==> src/rtl/refclk_sw_pkg.sv <==
package refclk_sw_pkg;
  typedef enum logic [2:0] {
    ST_IDLE,
    ST_ARB,
    ST_RD_LU,
    ST_RD_SEL,
    ST_WR_SEL
  } seq_st_e;

  typedef enum logic [1:0] {
    CMD_NONE,
    CMD_RD,
    CMD_WR
  } bus_cmd_e;

  localparam int unsigned MAX_CLKS = 5;
  localparam int unsigned LU_BASE  = 'h117;

  function automatic int unsigned sel_addr(input int unsigned mode);
    return (mode == 0) ? 'h112 : 'h115;
  endfunction
endpackage

==> src/rtl/refclk_idx_check.sv <==
module refclk_idx_check #(
  parameter int unsigned NUM_CLKS = 5,
  parameter int unsigned IDX_W    = 3,
  parameter int unsigned ADDR_W   = 10
) (
  input  logic [IDX_W-1:0]  req_idx_i,
  input  logic [IDX_W-1:0]  cur_idx_i,
  output logic              valid_o,
  output logic [ADDR_W-1:0] lu_addr_o
);
  import refclk_sw_pkg::*;

  generate
    if (NUM_CLKS <= 1) begin : g_single
      // one configured clock: nothing to switch to
      assign valid_o = 1'b0;
    end else begin : g_multi
      assign valid_o = (32'(req_idx_i) < NUM_CLKS);
    end
  endgenerate

  assign lu_addr_o = ADDR_W'(LU_BASE + 32'(cur_idx_i));
endmodule

==> src/rtl/refclk_bus_port.sv <==
module refclk_bus_port #(
  parameter int unsigned ADDR_W = 10,
  parameter int unsigned DATA_W = 32
) (
  input  logic                      clk_i,
  input  logic                      rst_ni,
  input  refclk_sw_pkg::bus_cmd_e   cmd_i,
  input  logic [ADDR_W-1:0]         addr_i,
  input  logic [DATA_W-1:0]         wdata_i,
  input  logic                      waitreq_i,
  output logic                      read_o,
  output logic                      write_o,
  output logic [ADDR_W-1:0]         addr_o,
  output logic [DATA_W-1:0]         wdata_o,
  output logic                      xfer_done_o
);
  import refclk_sw_pkg::*;

  assign read_o      = (cmd_i == CMD_RD);
  assign write_o     = (cmd_i == CMD_WR);
  assign addr_o      = (cmd_i == CMD_NONE) ? '0 : addr_i;
  assign wdata_o     = write_o ? wdata_i : '0;
  assign xfer_done_o = (read_o || write_o) && !waitreq_i;


  rd_hold_chk: assert property (@(posedge clk_i) disable iff (!rst_ni)
    (read_o && waitreq_i) |=> (read_o && $stable(addr_o)));

  wr_hold_chk: assert property (@(posedge clk_i) disable iff (!rst_ni)
    (write_o && waitreq_i) |=> (write_o && $stable(addr_o) && $stable(wdata_o)));
endmodule

==> src/rtl/refclk_seq_fsm.sv <==
module refclk_seq_fsm #(
  parameter int unsigned DATA_W = 32
) (
  input  logic                     clk_i,
  input  logic                     rst_ni,
  input  logic                     req_i,
  input  logic                     idx_valid_i,
  input  logic                     gnt_i,
  input  logic                     xfer_done_i,
  input  logic [DATA_W-1:0]        rdata_i,
  output refclk_sw_pkg::seq_st_e   state_o,
  output logic                     take_idx_o,
  output logic [DATA_W-1:0]        sel_word_o,
  output logic                     done_o,
  output logic                     err_o
);
  import refclk_sw_pkg::*;

  seq_st_e          st_q, st_d;
  logic [7:0]       lut_q;
  logic [DATA_W-1:0] sel_q;
  logic             done_q, err_q;

  assign take_idx_o = (st_q == ST_IDLE) && req_i && idx_valid_i;

  always_comb begin
    st_d = st_q;
    unique case (st_q)
      ST_IDLE:   if (take_idx_o) st_d = ST_ARB;
      ST_ARB:    if (gnt_i) st_d = ST_RD_LU;
      ST_RD_LU:  if (xfer_done_i) st_d = ST_RD_SEL;
      ST_RD_SEL: if (xfer_done_i) st_d = ST_WR_SEL;
      ST_WR_SEL: if (xfer_done_i) st_d = ST_IDLE;
      default:   st_d = ST_IDLE;
    endcase
  end

  always_ff @(posedge clk_i or negedge rst_ni) begin
    if (!rst_ni) begin
      st_q   <= ST_IDLE;
      lut_q  <= '0;
      sel_q  <= '0;
      done_q <= 1'b0;
      err_q  <= 1'b0;
    end else begin
      st_q   <= st_d;
      done_q <= (st_q == ST_WR_SEL) && xfer_done_i;
      err_q  <= (st_q == ST_IDLE) && req_i && !idx_valid_i;
      if (st_q == ST_RD_LU && xfer_done_i) lut_q <= rdata_i[7:0];
      // keep upper select bits, splice in the looked-up byte
      if (st_q == ST_RD_SEL && xfer_done_i) sel_q <= {rdata_i[DATA_W-1:8], lut_q};
    end
  end

  assign state_o    = st_q;
  assign sel_word_o = sel_q;
  assign done_o     = done_q;
  assign err_o      = err_q;


  done_pulse_chk: assert property (@(posedge clk_i) disable iff (!rst_ni)
    done_o |=> !done_o);

  err_pulse_chk: assert property (@(posedge clk_i) disable iff (!rst_ni)
    err_o |=> !err_o);

  err_idle_chk: assert property (@(posedge clk_i) disable iff (!rst_ni)
    err_o |-> (st_q == ST_IDLE));

  wait_gnt_chk: assert property (@(posedge clk_i) disable iff (!rst_ni)
    (st_q == ST_ARB && !gnt_i) |=> (st_q == ST_ARB));
endmodule

==> src/rtl/refclk_switch_seq.sv <==
module refclk_switch_seq #(
  parameter int unsigned NUM_CLKS = 5,
  parameter int unsigned PLL_MODE = 0,
  parameter int unsigned ADDR_W   = 10,
  parameter int unsigned DATA_W   = 32,
  parameter int unsigned IDX_W    = $clog2(refclk_sw_pkg::MAX_CLKS)
) (
  input  logic              clk_i,
  input  logic              rst_ni,
  input  logic              req_i,
  input  logic [IDX_W-1:0]  idx_i,
  output logic              busy_o,
  output logic              done_o,
  output logic              err_o,
  output logic              arb_req_o,
  input  logic              arb_gnt_i,
  output logic [ADDR_W-1:0] bus_addr_o,
  output logic              bus_read_o,
  output logic              bus_write_o,
  output logic [DATA_W-1:0] bus_wdata_o,
  input  logic [DATA_W-1:0] bus_rdata_i,
  input  logic              bus_waitreq_i
);
  import refclk_sw_pkg::*;

  localparam logic [ADDR_W-1:0] SEL_A = ADDR_W'(sel_addr(PLL_MODE));

  seq_st_e           st;
  bus_cmd_e          cmd;
  logic [IDX_W-1:0]  idx_q;
  logic              idx_ok, take_idx, xfer_done;
  logic [ADDR_W-1:0] lu_addr, cmd_addr;
  logic [DATA_W-1:0] sel_word;

  always_ff @(posedge clk_i or negedge rst_ni) begin
    if (!rst_ni)       idx_q <= '0;
    else if (take_idx) idx_q <= idx_i;
  end

  refclk_idx_check #(
    .NUM_CLKS(NUM_CLKS), .IDX_W(IDX_W), .ADDR_W(ADDR_W)
  ) u_chk (
    .req_idx_i(idx_i),
    .cur_idx_i(idx_q),
    .valid_o  (idx_ok),
    .lu_addr_o(lu_addr)
  );

  refclk_seq_fsm #(.DATA_W(DATA_W)) u_fsm (
    .clk_i      (clk_i),
    .rst_ni     (rst_ni),
    .req_i      (req_i),
    .idx_valid_i(idx_ok),
    .gnt_i      (arb_gnt_i),
    .xfer_done_i(xfer_done),
    .rdata_i    (bus_rdata_i),
    .state_o    (st),
    .take_idx_o (take_idx),
    .sel_word_o (sel_word),
    .done_o     (done_o),
    .err_o      (err_o)
  );

  always_comb begin
    cmd      = CMD_NONE;
    cmd_addr = '0;
    unique case (st)
      ST_RD_LU:  begin cmd = CMD_RD; cmd_addr = lu_addr; end
      ST_RD_SEL: begin cmd = CMD_RD; cmd_addr = SEL_A;   end
      ST_WR_SEL: begin cmd = CMD_WR; cmd_addr = SEL_A;   end
      default:   ;
    endcase
  end

  refclk_bus_port #(.ADDR_W(ADDR_W), .DATA_W(DATA_W)) u_port (
    .clk_i      (clk_i),
    .rst_ni     (rst_ni),
    .cmd_i      (cmd),
    .addr_i     (cmd_addr),
    .wdata_i    (sel_word),
    .waitreq_i  (bus_waitreq_i),
    .read_o     (bus_read_o),
    .write_o    (bus_write_o),
    .addr_o     (bus_addr_o),
    .wdata_o    (bus_wdata_o),
    .xfer_done_o(xfer_done)
  );

  assign busy_o    = (st != ST_IDLE);
  assign arb_req_o = (st != ST_IDLE);


  rw_excl_chk: assert property (@(posedge clk_i) disable iff (!rst_ni)
    !(bus_read_o && bus_write_o));

  cmd_owned_chk: assert property (@(posedge clk_i) disable iff (!rst_ni)
    (bus_read_o || bus_write_o) |-> arb_req_o);

  done_release_chk: assert property (@(posedge clk_i) disable iff (!rst_ni)
    done_o |-> (!arb_req_o && !busy_o));

  busy_hold_idx_chk: assert property (@(posedge clk_i) disable iff (!rst_ni)
    (busy_o && $past(busy_o)) |-> $stable(idx_q));
endmodule

==> config.mk <==
export PLATFORM = sky130hd
export DESIGN_NAME = refclk_switch_seq
export DESIGN_NICKNAME = d
export VERILOG_FILES = /design/src/rtl/refclk_sw_pkg.sv /design/src/rtl/refclk_idx_check.sv /design/src/rtl/refclk_bus_port.sv /design/src/rtl/refclk_seq_fsm.sv /design/src/rtl/refclk_switch_seq.sv
export SDC_FILE = /design/constraint.sdc
export NUM_CORES = 1
export LEC_CHECK = 0
export BUFFER_PORTS_ARGS = -buffer_cell sky130_fd_sc_hd__buf_2
export CORE_ASPECT_RATIO = 1.2
export CORE_UTILIZATION = 52
export CTS_CLUSTER_DIAMETER = 120
export DETAILED_ROUTE_END_ITERATION = 16
export GPL_TIMING_DRIVEN = 0
export PLACE_DENSITY = 0.84
export SYNTH_ARGS = -nofsm -noshare
export SYNTH_HDL_FRONTEND = slang
export SYNTH_SLANG_ARGS = --single-unit
==> constraint.sdc <==
create_clock -name clk_i -period 5.24 [get_ports clk_i]
set_clock_uncertainty 0.2 [all_clocks]
set_input_delay 1.572 -clock clk_i [delete_from_list [all_inputs] [get_ports clk_i]]
set_output_delay 1.572 -clock clk_i [all_outputs]
set_load 0.005 [all_outputs]
==> out/qor.csv, run 1 <==
metric,value,unit
start_kind,flip-flop,
drv_slew,0,
drt-total-wl,4.252,mm
fillerInstances,315,
insertedDiodeCount,0,
maxCapViolCount,0,
hold_buffers,0,
cts.sinks,48,
path_class,flip-flop to output port,
drc,0,
max_stage_delay,0.36,ns
crit_family,buffers and inverters,
endpoint_kind,output port,
fp.dieW,62.20,µm
yosysMostFrequentCell,dfrtp_1,
synth_edf_count,0,
dr.pass1.iters,4,
hold_slack,0.2999,ns
h-tree-depth,2,
first_iter_violations,38,
fin_crit,3.873,ns
grt_overflow,0,
synth.top_cell.area_share,0.5313,
cts_tree,built,
die_y,74.23,µm
worstPathCellList,buf_2 > nor2_1 > nand2_1 > inv_1 > ha_1 > clkbuf_1 > and2_1 > buf_2,
r2r_slack,2.74,ns
leakagePower,1.510,nW
root_buffer,clkbuf_8,
r2r_end,u_fsm.sel_word_o[15]$_DFFE_PN0P_,
synthDistinctLibCells,29,
clock_latency,0.29,ns
dp_slack,1.677,ns
rsz0062_at_grt,no,
grt_pass1_wl,6.927,mm
grt_max_degree,49,
hp-class,flip-flop to flip-flop,
r2r.worst_path.cells,8,
die_area,4617,µm²
synth_top_area_cell,dfrtp_1,
grt_pass1_vias,1595,
initial_utilization,0.5560,
slew_headroom,0.3231,
worst-path-buf-inv,4,
worst-path-max-fanout,10,
cp-startpoint,u_fsm.state_o[0]$_DFFE_PN0P_,
cts-resized-gates,0,
vdd_ir_drop_max,0.0003225,V
synth-seq-cells,48,
multi_input_area,940.9,µm²
max_freq,258.2,MHz
synth_warnings,0,
routed_via_density,4.777,
synth_area,2261,µm²
cts_buffer_depth,2,
wl_per_cell,12.96,µm
crit_end,bus_wdata_o[1],
ff_latch_area,1201,µm²
crit_arrival,2.10,ns
ys_async_sr_fraction,1.000,
netlist_instances,180,
core,4066,µm²
reg2reg_from,u_fsm.state_o[0]$_DFFE_PN0P_,
setup_viol,0,
final_cells,328,
ys.flop_type,dfrtp_1,
worstMarginPinSlew,1.015,ns
period_share,0.7391,
rows,25,
gr-usage-all-layers,0.1957,
tns,0,ns
path_depth,8,
place_inst,320,
clk_pin_slew,0.08,ns
antenna_left,0,
io_buffer_count,83,
postCtsSetupBuffers,0,
synthTopCellsByArea,"dfrtp_1, mux2_2, and2_1",
vias,1567,
io_pins,88,
pwr_density_cell,473.7,nW/µm²
cp_slowest_cell,dfrtp_1,
synth_common_cells,"dfrtp_1, mux2_2, and2_1",
status,finished clean,
hold_viol_final,0,
numCtsBuffers,5,
ys_seq_area_frac,0.5313,
area_growth,25.95,%
grt_antenna_before_repair,0,
cpMostUsedCell,buf_2,
required,3.47,ns
fin_ws,1.367,ns
syn_avg_cell_area,12.56,µm²
gp_congestion,0.7084,
num-nets-final,317,
dp_hpwl,3.255,mm
drive_gt1_frac,0.5219,
[flip-flops by register name, summed over array words and instances (netlist names)]
register	flops
u_fsm.sel_word_o	32
u_fsm.lut_q	8
idx_q	3
u_fsm.state_o	3
u_fsm.done_o	1
u_fsm.err_o	1
[cell families after synthesis]
logic type / share of synthesized area
AO/OA/AOI/OAI: 0.04040
adder cells (fa/ha/maj): 0.02214
multiplexers: 0.1992
XOR/XNOR: 0.003875
flip-flops: 0.5313
AND/OR/NAND/NOR: 0.1439
other: 0.001659
buffers and inverters: 0.05755
[placed cells by master, fill, tap and decap left out, types with 4 or more instances in the layout]
| cell | instances |
|---|---|
| a21oi_1 | 6 |
| mux2_2 | 38 |
| buf_2 | 84 |
| nor2_1 | 7 |
| buf_6 | 4 |
| ha_1 | 4 |
| clkbuf_8 | 6 |
| and2_1 | 32 |
| conb_1 | 4 |
| inv_1 | 5 |
| buf_4 | 6 |
| dfrtp_1 | 48 |
[layer usage]
layer / vias up / global-route usage / wire length (µm)
met3: 2 / 0.04448 / 192
met2: 45 / 0.3748 / 2342
met1: 738 / 0.2212 / 1690
met4: 0 / 0.05426 / 26
li1: 782 / - / -
met5: - / 0 / 0
[layout make-up]
| class | instances | area share |
|---|---|---|
| Inverter | 6 | 0.008348 |
| Clock inverter | 2 | 0.003515 |
| Tap cell | 54 | 0.02373 |
| Multi-Input combinational cell | 115 | 0.3304 |
| Clock buffer | 6 | 0.02900 |
| Buffer | 14 | 0.03735 |
| Sequential cell | 48 | 0.4218 |
| Timing Repair Buffer | 83 | 0.1459 |
[worst min path at each step]
| stage | startpoint | to | slack [ns] | depth (start not counted) |
|---|---|---|---|---|
| 2_1_floorplan | u_fsm.sel_word_o[13]$_DFFE_PN0P_ | u_fsm.sel_word_o[13]$_DFFE_PN0P_ | 0.26 | 1 |
| 3_3_place_gp | u_fsm.sel_word_o[15]$_DFFE_PN0P_ | u_fsm.sel_word_o[15]$_DFFE_PN0P_ | 0.27 | 1 |
| 3_5_place_dp | u_fsm.sel_word_o[27]$_DFFE_PN0P_ | u_fsm.sel_word_o[27]$_DFFE_PN0P_ | 0.28 | 1 |
| 4_1_cts | u_fsm.sel_word_o[27]$_DFFE_PN0P_ | u_fsm.sel_word_o[27]$_DFFE_PN0P_ | 0.30 | 1 |
| 5_1_grt | u_fsm.sel_word_o[10]$_DFFE_PN0P_ | u_fsm.sel_word_o[10]$_DFFE_PN0P_ | 0.31 | 1 |
| 6_report | u_fsm.sel_word_o[27]$_DFFE_PN0P_ | u_fsm.sel_word_o[27]$_DFFE_PN0P_ | 0.30 | 1 |
[where the power goes]
part,internal (mW),switching (mW),total (mW)
logic,0.288,0.205,0.493
clock network,0.105,0.114,0.219
registers,0.548,0.0892,0.637
[metrics by stage]
step	utilization	area, µm²	total power [mW]
3_5_place_dp	0.6775	2755	1.151
6_report	0.7003	2848	1.349
4_1_cts	0.7003	2848	1.371
3_3_place_gp	0.6775	2755	1.107
2_1_floorplan	-	2272	0.9939
5_1_grt	0.7003	2848	1.447
Power figures use the tool's default switching activity.
==> run 2, diff against run 1 <==
--- a/config.mk
+++ b/config.mk
@@ -5,13 +5,14 @@
 export SDC_FILE = /design/constraint.sdc
 export NUM_CORES = 1
 export LEC_CHECK = 0
+export ABC_AREA = 1
 export BUFFER_PORTS_ARGS = -buffer_cell sky130_fd_sc_hd__buf_2
 export CORE_ASPECT_RATIO = 1.2
-export CORE_UTILIZATION = 52
+export CORE_UTILIZATION = 50
 export CTS_CLUSTER_DIAMETER = 120
 export DETAILED_ROUTE_END_ITERATION = 16
 export GPL_TIMING_DRIVEN = 0
-export PLACE_DENSITY = 0.84
+export PLACE_DENSITY = 0.8
 export SYNTH_ARGS = -nofsm -noshare
 export SYNTH_HDL_FRONTEND = slang
 export SYNTH_SLANG_ARGS = --single-unit
==> constraint.sdc (replaced) <==
create_clock -name clk_i -period 3.6 [get_ports clk_i]
set_clock_uncertainty 0.2 [all_clocks]
set_input_delay 1.08 -clock clk_i [delete_from_list [all_inputs] [get_ports clk_i]]
set_output_delay 1.08 -clock clk_i [all_outputs]
set_load 0.005 [all_outputs]
==> run 2 against run 1 <==
Via count rose by 37%; synthesized cell count rose by 75%; clock power rose by 38%; clock-buffer cell count fell by 1.
==> out/qor.csv, run 2 <==
metric,value,unit
p_total,1.704,mW
rsz0062_at_grt,no,
worstPathCellList,buf_6 > nor2_1 > nand2_2 > inv_1 > ha_1 > clkbuf_1 > nand2_1 > inv_1 > buf_2,
synth_warnings,0,
ys_seq_area_frac,0.4861,
cts_tree,built,
synth_area,2471,µm²
crit_end,bus_wdata_o[2],
clk_pin_slew,0.09,ns
grt_max_degree,49,
synth_top_area_cell,dfrtp_1,
setup_viol,0,
ys_async_sr_fraction,1.000,
synth_edf_count,0,
clock_latency,0.30,ns
num-nets-final,452,
synthDistinctLibCells,26,
fin_crit,3.384,ns
max_freq,295.5,MHz
numCtsBuffers,5,
grt.busiest_layer,met2,
endpoint_kind,output port,
drc,0,
io_pins,88,
first_iter_violations,66,
met3_usage,0.03879,
postCtsSetupBuffers,0,
dp_hpwl,3.675,mm
fp.dieW,66.18,µm
r2r_end,u_fsm.sel_word_o[25]$_DFFE_PN0P_,
grt_antenna_before_repair,0,
max_stage_delay,0.39,ns
tns,0,ns
r2r.worst_path.cells,9,
cp_slowest_cell,clkbuf_1,
ys.flop_type,dfrtp_1,
syn_avg_cell_area,7.845,µm²
synth.top_cell.area_share,0.4861,
core,4662,µm²
r2r_slack,1.35,ns
insertedDiodeCount,0,
worst-path-max-fanout,10,
grt_use_met1,0.2351,
hold_viol_final,0,
gr-usage-all-layers,0.2089,
cts_buffer_depth,2,
grt_pass1_wl,8.273,mm
drv_slew,0,
root_buffer,clkbuf_8,
reg2reg_from,u_fsm.state_o[1]$_DFFE_PN0P_,
initial_utilization,0.5301,
wl_per_cell,10.55,µm
area_growth,23.54,%
cts.sinks,48,
io_buffer_count,83,
pwr_density_cell,558.3,nW/µm²
slew_headroom,0.3216,
cpMostUsedCell,inv_1,
hp-class,flip-flop to flip-flop,
yosysMostFrequentCell,nand2_1,
crit_arrival,2.10,ns
gp_congestion,0.7538,
rows,27,
largest_register_ffs,32,
routed_via_density,4.618,
grt_overflow,0,
final_cell_mix,"nand2_1, buf_2, inv_1",
h-tree-depth,2,
drt-total-wl,4.918,mm
grt_pass1_vias,1968,
antenna_left,0,
synthTopCellsByArea,"dfrtp_1, nand2_1, inv_1",
drive_gt1_frac,0.3039,
mostFrequentLayoutCell,nand2_1,
worstMarginPinSlew,1.018,ns
die_y,79.01,µm
status,finished clean,
maxCapViolCount,0,
vias,2152,
leakagePower,2.044,nW
cp-startpoint,u_fsm.state_o[1]$_DFFE_PN0P_,
die_area,5228,µm²
synth_common_cells,"nand2_1, inv_1, dfrtp_1",
start_kind,flip-flop,
period_share,0.9401,
netlist_instances,315,
synth-seq-cells,48,
vdd_ir_drop_max,0.0003519,V
path_class,flip-flop to output port,
required,2.32,ns
dr.pass1.iters,4,
met2_usage,0.3806,
[run 2: layer usage]
metal	routed length [µm]	vias to the layer above	part of all wire
li1	-	1118	-
met1	2039	977	0.41
met2	2584	49	0.53
met3	199	8	0.040
met4	95	0	0.019
met5	0	-	0
[run 2: final cells by class]
class	instances	area (µm²)
buffer	20	147.6
clock buffer	5	68.82
clock inverter	2	12.51
fill	455	1609
inverter	52	195.2
multi-input combinational	198	939.7
sequential	48	1201
tap	58	72.57
timing repair buffer	83	415.4
[run 2: cells by family after synthesis]
family | Yosys count | share of synthesized area
flip-flops | 48 | 0.4861
buffers and inverters | 72 | 0.1382
AND/OR/NAND/NOR | 170 | 0.2982
other | 1 | 0.001518
AO/OA/AOI/OAI | 19 | 0.05215
adder cells (fa/ha/maj) | 4 | 0.02025
XOR/XNOR | 1 | 0.003545
[run 2: timing repair]
action	CTS	global route
hold buffers	0	0
setup endpoints to repair	0	7
resized for setup	0	2
[run 2: metrics by stage]
stage	worst slack (ns)	cells	utilization	area (µm²)	hold WS [ns]
global route	0.009907	466	0.6549	3053	0.2856
detailed placement	0.5244	459	0.6371	2970	0.2581
finish	0.2158	466	0.6549	3053	0.2736
CTS	0.1687	466	0.6546	3052	0.2771
global placement	0.5372	459	0.6371	2970	0.2524
floorplan	0.8961	318	-	2482	0.2417
[run 2: how the worst min path moves through the flow]
stage | startpoint | endpoint | slack, ns | cells past startpoint
after floorplan | u_fsm.sel_word_o[0]$_DFFE_PN0P_ | u_fsm.sel_word_o[0]$_DFFE_PN0P_ | 0.24 | 2
after global placement | u_fsm.sel_word_o[25]$_DFFE_PN0P_ | u_fsm.sel_word_o[25]$_DFFE_PN0P_ | 0.25 | 2
after detailed placement | u_fsm.sel_word_o[28]$_DFFE_PN0P_ | u_fsm.sel_word_o[28]$_DFFE_PN0P_ | 0.26 | 2
after CTS | u_fsm.sel_word_o[13]$_DFFE_PN0P_ | u_fsm.sel_word_o[13]$_DFFE_PN0P_ | 0.28 | 2
after global routing | u_fsm.sel_word_o[14]$_DFFE_PN0P_ | u_fsm.sel_word_o[14]$_DFFE_PN0P_ | 0.29 | 2
final | u_fsm.sel_word_o[13]$_DFFE_PN0P_ | u_fsm.sel_word_o[13]$_DFFE_PN0P_ | 0.27 | 2
[run 2: power breakdown]
group	total, mW	internal [mW]	leakage [nW]	switching, mW
sequential	0.829	0.727	0.634	0.102
combinational	0.573	0.237	1.37	0.336
clock	0.302	0.132	0.0400	0.170
total	1.70	1.10	2.04	0.609
[run 2: worst max-delay path, delay by kind of cell (launching register included)]
kind / cells / cell delay, ns
AND/OR/NAND/NOR: 3 / 0.36
buffers and inverters: 5 / 0.79
adder cells (fa/ha/maj): 1 / 0.27
flip-flops: 1 / 0.38
==> run 3, diff against run 2 <==
--- a/config.mk
+++ b/config.mk
@@ -8,6 +8,7 @@
 export ABC_AREA = 1
 export BUFFER_PORTS_ARGS = -buffer_cell sky130_fd_sc_hd__buf_2
 export CORE_ASPECT_RATIO = 1.2
+export CORE_MARGIN = 1.5
 export CORE_UTILIZATION = 50
 export CTS_CLUSTER_DIAMETER = 120
 export DETAILED_ROUTE_END_ITERATION = 16
==> run 3 against run 2 <==
Wire length grew 7.1%; die area grew 2.8%; final cell count rose by 0.21%; non-clock buffer count stayed put; fmax hardly changed; critical path type unchanged; largest cell class unchanged.
==> out/qor.csv, run 3 (synthesis gave the netlist of run 2 again) <==
metric,value,unit
status,finished clean,
fp.dieW,67.18,µm
clock_latency,0.30,ns
dr.pass1.iters,5,
hold_viol_final,0,
rsz0062_at_grt,no,
worstMarginPinSlew,1.052,ns
insertedDiodeCount,0,
final_cell_mix,"nand2_1, buf_2, inv_1",
hp-class,flip-flop to flip-flop,
grt_pass1_wl,8.742,mm
crit_arrival,2.10,ns
root_buffer,clkbuf_8,
grt_max_degree,49,
hold_buffers,0,
area_growth,23.90,%
fin_crit,3.382,ns
rows,27,
dp_hpwl,3.870,mm
wl_per_cell,11.28,µm
leakagePower,2.050,nW
final_cells,467,
antenna_left,0,
place_inst,459,
vdd_ir_drop_max,0.0003181,V
clk_pin_slew,0.08,ns
io_pins,88,
max_freq,295.7,MHz
cts_tree,built,
slew_headroom,0.2984,
cpMostUsedCell,inv_1,
start_kind,flip-flop,
initial_utilization,0.5301,
met3_usage,0.03526,
path_class,flip-flop to output port,
worst-path-max-fanout,10,
grt_pass1_vias,2030,
cp_slowest_cell,dfrtp_1,
postPlaceCellArea,2970,µm²
required,2.32,ns
met2_usage,0.3832,
tns,0,ns
gp_congestion,0.8352,
dp_slack,0.5108,ns
drive_gt1_frac,0.3007,
final_cell_area,3062,µm²
grt_antenna_before_repair,0,
grt.busiest_layer,met2,
h-tree-depth,2,
setup_viol,0,
cts_buffer_depth,2,
endpoint_kind,output port,
maxCapViolCount,0,
routed_via_density,4.672,
largest_register_ffs,32,
cts.sinks,48,
drt-total-wl,5.268,mm
core,4662,µm²
max_stage_delay,0.38,ns
period_share,0.9394,
gr-usage-all-layers,0.2170,
numCtsBuffers,5,
grt_use_met1,0.2556,
vias,2182,
p_total,1.742,mW
drc,0,
drv_slew,0,
fin_ws,0.2180,ns
die_area,5375,µm²
first_iter_violations,97,
pwr_density_cell,569.0,nW/µm²
io_buffer_count,83,
num-nets-final,452,
mostFrequentLayoutCell,nand2_1,
worstPathCellList,buf_6 > nor2_1 > nand2_2 > inv_1 > ha_1 > clkbuf_1 > nand2_1 > inv_1 > buf_2,
grt_overflow,0,
die_y,80.01,µm
[run 3: cell count changes in the layout (fill, tap and decap cells not counted), sizes merged]
cell / before / now
clkinv: 1 / 0
clkinvlp: 1 / 0
clkbuf: 11 / 14
[run 3: worst max-delay path: cells and delay by family (launching register included)]
family | cells | cell delay [ns]
adder cells (fa/ha/maj) | 1 | 0.29
buffers and inverters | 5 | 0.77
flip-flops | 1 | 0.38
AND/OR/NAND/NOR | 3 | 0.35
[run 3: cell type report]
cell class              instances  area, µm²
plain buffers                  20      147.6
multi-input cells             198      939.7
fillers                       445       1600
flip-flops and latches         48       1201
inverters                      52      195.2
well taps                      58      72.57
repair buffers                 83      415.4
clock buffers                   8      90.09
[run 3: per-layer routing]
layer,vias to the layer above,part of all wire
met5,-,0
met2,60,0.53
met3,7,0.046
li1,1119,-
met4,0,0.021
met1,996,0.40
[run 3: per-stage QoR]
step	hold WS (ns)	utilization
floorplan	0.2417	-
global placement	0.2531	0.6371
detailed placement	0.2584	0.6371
CTS	0.2787	0.6565
global route	0.2943	0.6567
finish	0.2745	0.6567
[run 3: where the power goes]
| group | switching, mW | internal [mW] | total, mW |
|---|---|---|---|
| Sequential | 0.103 | 0.727 | 0.831 |
| Clock | 0.172 | 0.157 | 0.329 |
| Combinational | 0.346 | 0.237 | 0.583 |
| Total | 0.621 | 1.12 | 1.74 |
[run 3: path summary, 6_finish.rpt]
check	from	endpoint	slack, ns	depth (start not counted)
max	u_fsm.state_o[1]$_DFFE_PN0P_	bus_wdata_o[30]	0.22	9
min	u_fsm.sel_word_o[14]$_DFFE_PN0P_	u_fsm.sel_word_o[14]$_DFFE_PN0P_	0.27	2
max reg2reg	u_fsm.state_o[1]$_DFFE_PN0P_	u_fsm.sel_word_o[24]$_DFFE_PN0P_	1.35	9
min reg2reg	u_fsm.sel_word_o[14]$_DFFE_PN0P_	u_fsm.sel_word_o[14]$_DFFE_PN0P_	0.27	2
max in group asynchronous	rst_ni	u_fsm.sel_word_o[11]$_DFFE_PN0P_	1.79	1
min in group asynchronous	rst_ni	u_fsm.err_o$_DFF_PN0_	0.76	1
[run 3: repair_timing]
| action | in CTS | in global routing |
|---|---|---|
| buffers inserted | 0 | 0 |
| resized for setup | 0 | 2 |
| endpoints found under the setup margin | 0 | 1 |
